[src/rtl/ddc1_pkg.sv]
package ddc1_pkg;
  // strobes from control to datapath
  typedef struct packed {
    logic loadFrame;   // frame boundary: take buffered byte
    logic shiftBit;    // advance to next data bit
    logic releaseSda;  // null bit or bidirectional mode
  } ctrlStrobes_t;
endpackage

[src/rtl/ddc1_ctrl.sv]
module ddc1_ctrl
  import ddc1_pkg::*;
#(
  parameter int DATA_W      = 8,
  parameter int SYNC_STAGES = 2
) (
  input  logic         clk,
  input  logic         rstN,
  input  logic         vsyncIn,
  input  logic         ddc2bReq,
  input  logic         intEnable,
  input  logic         bufFull,
  output ctrlStrobes_t strobes,
  output logic         intReq,
  output logic         ddc2bMode
);
  localparam int CNT_W = $clog2(DATA_W + 1);
  localparam logic [CNT_W-1:0] NULL_IDX = CNT_W'(DATA_W);

  logic [SYNC_STAGES-1:0] syncChain;
  logic                   vsyncPrev;
  logic                   vsyncRise;
  logic [CNT_W-1:0]       bitCnt;

  // synchroniser stages
  generate
    for (genvar s = 0; s < SYNC_STAGES; s++) begin : gSync
      if (s == 0) begin : gFirst
        always_ff @(posedge clk or negedge rstN)
          if (!rstN) syncChain[0] <= 1'b0;
          else       syncChain[0] <= vsyncIn;
      end else begin : gNext
        always_ff @(posedge clk or negedge rstN)
          if (!rstN) syncChain[s] <= 1'b0;
          else       syncChain[s] <= syncChain[s-1];
      end
    end
  endgenerate

  always_ff @(posedge clk or negedge rstN)
    if (!rstN) vsyncPrev <= 1'b0;
    else       vsyncPrev <= syncChain[SYNC_STAGES-1];

  assign vsyncRise = syncChain[SYNC_STAGES-1] & ~vsyncPrev;

  // mode flag, sticky until reset
  always_ff @(posedge clk or negedge rstN)
    if (!rstN)         ddc2bMode <= 1'b0;
    else if (ddc2bReq) ddc2bMode <= 1'b1;

  // bit position; reset to the null slot so the first edge loads
  always_ff @(posedge clk or negedge rstN) begin
    if (!rstN) begin
      bitCnt <= NULL_IDX;
    end else if (vsyncRise && !ddc2bMode) begin
      if (bitCnt == NULL_IDX) bitCnt <= '0;
      else                    bitCnt <= bitCnt + 1'b1;
    end
  end

  always_comb begin
    strobes.loadFrame  = vsyncRise && !ddc2bMode && (bitCnt == NULL_IDX);
    strobes.shiftBit   = vsyncRise && !ddc2bMode && (bitCnt != NULL_IDX);
    strobes.releaseSda = ddc2bMode || (bitCnt == NULL_IDX);
  end

  assign intReq = intEnable & ~bufFull & ~ddc2bMode;
endmodule

[src/rtl/ddc1_datapath.sv]
module ddc1_datapath
  import ddc1_pkg::*;
#(
  parameter int DATA_W = 8
) (
  input  logic              clk,
  input  logic              rstN,
  input  ctrlStrobes_t      strobes,
  input  logic              wrEn,
  input  logic [DATA_W-1:0] wrData,
  output logic              bufFull,
  output logic              sdaOut
);
  localparam logic [DATA_W-1:0] IDLE_BYTE = '1;

  logic [DATA_W-1:0] holdBuf;
  logic [DATA_W-1:0] shiftReg;

  always_ff @(posedge clk or negedge rstN) begin
    if (!rstN) begin
      holdBuf <= IDLE_BYTE;
      bufFull <= 1'b0;
    end else begin
      if (wrEn)                   holdBuf <= wrData;
      if (wrEn)                   bufFull <= 1'b1;
      else if (strobes.loadFrame) bufFull <= 1'b0;
    end
  end

  always_ff @(posedge clk or negedge rstN) begin
    if (!rstN)                  shiftReg <= IDLE_BYTE;
    else if (strobes.loadFrame) shiftReg <= bufFull ? holdBuf : IDLE_BYTE;
    else if (strobes.shiftBit)  shiftReg <= {shiftReg[DATA_W-2:0], 1'b1};
  end

  assign sdaOut = strobes.releaseSda | shiftReg[DATA_W-1];
endmodule

[src/rtl/ddc1_edid_tx.sv]
module ddc1_edid_tx
  import ddc1_pkg::*;
#(
  parameter int DATA_W      = 8,
  parameter int SYNC_STAGES = 2
) (
  input  logic              clk,
  input  logic              rstN,
  input  logic              vsyncIn,
  input  logic              wrEn,
  input  logic [DATA_W-1:0] wrData,
  input  logic              intEnable,
  input  logic              ddc2bReq,
  output logic              sdaOut,
  output logic              intReq,
  output logic              ddc2bMode
);
  ctrlStrobes_t strobes;
  logic         bufFull;

  ddc1_ctrl #(.DATA_W(DATA_W), .SYNC_STAGES(SYNC_STAGES)) uCtrl (
    .clk(clk), .rstN(rstN), .vsyncIn(vsyncIn), .ddc2bReq(ddc2bReq),
    .intEnable(intEnable), .bufFull(bufFull), .strobes(strobes),
    .intReq(intReq), .ddc2bMode(ddc2bMode)
  );

  ddc1_datapath #(.DATA_W(DATA_W)) uData (
    .clk(clk), .rstN(rstN), .strobes(strobes), .wrEn(wrEn),
    .wrData(wrData), .bufFull(bufFull), .sdaOut(sdaOut)
  );
endmodule

[config.mk]
export PLATFORM = sky130hd
export DESIGN_NAME = ddc1_edid_tx
export DESIGN_NICKNAME = d
export VERILOG_FILES = /design/src/rtl/ddc1_pkg.sv /design/src/rtl/ddc1_ctrl.sv /design/src/rtl/ddc1_datapath.sv /design/src/rtl/ddc1_edid_tx.sv
export SDC_FILE = /design/constraint.sdc
export NUM_CORES = 1
export LEC_CHECK = 0
export BUFFER_PORTS_ARGS = -buffer_cell sky130_fd_sc_hd__buf_2
export CORE_MARGIN = 2
export CORE_UTILIZATION = 36
export DETAILED_ROUTE_END_ITERATION = 7
export HOLD_SLACK_MARGIN = 0.02
export PLACE_DENSITY = 0.62
export SYNTH_ARGS = -nofsm -noshare
export SYNTH_HDL_FRONTEND = slang
export SYNTH_SLANG_ARGS = --single-unit
[constraint.sdc]
create_clock -name clk -period 3.79 [get_ports clk]
set_clock_uncertainty 0.15 [all_clocks]
set_input_delay 0.1895 -clock clk [delete_from_list [all_inputs] [get_ports clk]]
set_output_delay 0.1895 -clock clk [all_outputs]
set_load 0.01 [all_outputs]
==> summary.md <==
| Metric | Value |
|---|---|
| Status | `finished clean` |
| Worst VDD drop | `98.0 uV` |
| Dpl hpwl | `about 1400 um` |
| Pins Over Slew Limit | `0` |
| All-Layer GR Usage | `0.135` |
| Clock Tree Buf Depth | `2` |
| Synth warn | `0` |
| Gates resized, CTS repair | `0` |
| Post-synthesis sequential area ratio | `0.586` |
| Congestion Overflow GR | `0` |
| P_leak | `0.505 nW` |
| Sw Share | `0.214` |
| Core Rows | `20` |
| Number of global-route vias before repair | `812` |
| Clock share of power | `0.262` |
| Post-DR wirelength/cell | `12.8 um` |
| Area of placed instances | `1190 um2` |
| Die span in x | `59.4 um` |
| P_sw | `95.0 uW` |
| Final antenna-violating net count | `0` |
| Die area | `3530 um2` |
| Arr. time, crit path | `1860 ps` |
| Total count of hold-check failures in the final report | `0` |
| CP Class | `reg2out` |
| Final #Nets | `138` |
| Comb pwr share | `0.079` |
| Reg-to-Reg End | `uCtrl.bitCnt[3]` |
| Yosys reg bits | `25` |
| Initial antenna violation count | `0` |
| Clock Sinks | `25` |
| Max-cap viol count | `0` |
| # placed instances | `~140` |
| First-pass DRT Iterations | `4` |
| Final setup fails | `0` |
| RR Startpoint | `uCtrl.ddc2bMode` |
| Post-synth top area cell | `dfstp_2` |
| Critical Path Source Type | `register` |
| Pwr Density | `334 nW/um2` |
| Mapped Nets | `roughly 110` |
| Rel. slew slack | `0.550` |
| Tot Pwr | `444 uW` |
| Area share of the largest cell type after synthesis | `0.404` |
| Cell count after synthesis | `95` |
| Area contributors post-synth | `dfstp_2 (40%), dfrtp_1 (18%), mux2_2 (8.2%)` |
| DRT iter0 DRCs | `23` |
| CTS tree | `built` |
| H-tree depth | `1` |
| Finished Layout Cells | `154` |
| Layout cell share with drive strength beyond 1 | `0.380` |
| Syn avg cell area | `11.6 um2` |
| Tmin final | `around 2200 ps` |
| Max Clk Rate | `between 400 and 500 MHz` |
| Worst slew pin tran | `roughly 670 ps` |
| Vias per cell | `5.12` |
| Worst skew pair latency | `320 ps` |
| Reg2Reg Setup Slack | `1990 ps` |
| TritonCTS buffer count | `3` |
| Synth cell types | `22` |
| Residual DRC count | `0` |
| # IOs | `17` |
| Port Buffers | `16` |
| CP Capture Type | `output port` |
| Internal power | `349 uW` |
| Core outline area | `2980 um2` |
| Hold EP | `uData.bufFull` |
| Area grow syn2layout | `20.3%` |
| Pin count of the biggest net entering global routing | `26` |
| Clock transition at path regs | `130 ps` |
| HP Start | `wrEn` |
| Hold Crit Depth | `2` |
| Path type of the worst min-delay path | `in2reg` |
| RSZ-0062 raised after global routing | `no` |
| Worst Path Required | `~3500 ps` |
| Synthesized area | `1100 um2` |
| Worst r2r path cells | `3` |
| Root Driver | `clkbuf_4` |
| Global-route wire length before repair | `3530 um` |
| Commonest non-fill, non-tap cells in the layout | `dfstp_2 (17), buf_2 (16), dlygate4sd3_1 (11)` |
| Setup TNS | `0 ps` |
| Sequential share of power | `0.660` |
| GPL Wtd Cong | `around 0.74` |
| Initial Utilization | `0.371` |
| CP max FO | `8` |
| Commonest non-fill, non-tap cell in the layout | `dfstp_2` |
| Final Cycle Share | `0.580` |
| Post-CTS setup buffers | `0` |
| Vias | `between 700 and 800` |
| N_diodes | `0` |
| Design Area, Final | `1330 um2` |
| Die height | `around 59 um` |
| Total Wirelength | `1980 um` |
final cells by class:
type / instances / area (um2)
flip-flops and latches: 25 / 647
repair buffers: 27 / 190
clock buffers: 4 / 26.3
multi-input cells: 61 / 409
inverters: 4 / 15.0
fillers: 285 / 1650
well taps: 33 / 41.3
worst max path at each step:
stage | from | end | slack (ps)
final | uCtrl.bitCnt[0] | sdaOut | 1590
after global routing | uCtrl.bitCnt[0] | sdaOut | 1500
after CTS | uCtrl.bitCnt[0] | sdaOut | 1590
after detailed placement | uCtrl.bitCnt[0] | sdaOut | 1980
after global placement | uCtrl.bitCnt[0] | sdaOut | 2020
after floorplan | uCtrl.bitCnt[0] | sdaOut | 2090
logic make-up (layout without fill, tap and decap cells):
family / count (synthesis) / count (layout) / synth area share
AND/OR/NAND/NOR: 37 / 37 / 0.187
flip-flops: 25 / 25 / 0.586
AO/OA/AOI/OAI: 14 / 14 / 0.0793
buffers and inverters: 9 / 35 / 0.0442
multiplexers: 8 / 8 / 0.0815
adder cells (fa/ha/maj): 2 / 2 / 0.0226
flip-flops by register name, summed over array words and instances (netlist names):
signal           flops
uCtrl.syncChain      2
uCtrl.ddc2bMode      1
uCtrl.vsyncPrev      1
uData.shiftReg       8
uData.holdBuf        8
uCtrl.bitCnt         4
uData.bufFull        1
metal layers:
layer  up-vias  part of all wire  global-route usage
met5         -                 0                   0
met4         0             0.029              0.0779
met3         5             0.021              0.0131
met2        18              0.46               0.217
met1       386              0.49               0.175
li1        379                 -                   -
critical path: stages, from the launching register on:
cell and delay, ps:
dfrtp_1 400, inv_1 90, ha_1 220, and3b_1 270
or3_2 420, buf_2 150
synthesized netlist by cell type, drive strengths merged:
master and number:
o21ai 6, dfstp 17, nand2 8, and3b 1, nor4b 1, clkbuf 3
nand3 3, nand3b 1, or3 2, inv 4, mux2 8, o31ai 7
dfrtp 8, nor2 9, buf 2, nand2b 1, a21oi 1, or3b 1
or2 1, nor3b 9, ha 2
power by group through the flow:
| stage | Sequential [mW] | Combinational, mW | Clock [mW] |
|---|---|---|---|
| 3_3_place_gp | 0.297 | 0.0258 | 0 |
| 5_1_grt | 0.295 | 0.0393 | 0.133 |
| 3_5_place_dp | 0.297 | 0.0268 | 0 |
| 2_1_floorplan | 0.295 | 0.0141 | 0 |
| 6_report | 0.293 | 0.0350 | 0.116 |
| 4_1_cts | 0.293 | 0.0357 | 0.123 |
per-stage QoR:
| stage | setup slack (ps) | util | hold slack [ps] |
|---|---|---|---|
| 6_report | 1590 | 0.446 | 67.2 |
| 5_1_grt | 1500 | 0.446 | 63.9 |
| 4_1_cts | 1590 | 0.446 | 63.2 |
| 3_5_place_dp | 1980 | 0.400 | 52.4 |
| 3_3_place_gp | 2020 | 0.400 | 50.4 |
| 2_1_floorplan | 2090 | - | -256 |
repair_timing:
action | CTS | global route
hold buffers | 11 | 0
hold endpoints to repair | 18 | 0
endpoints found under the setup margin | 0 | 0
Power figures use the tool's default switching activity.
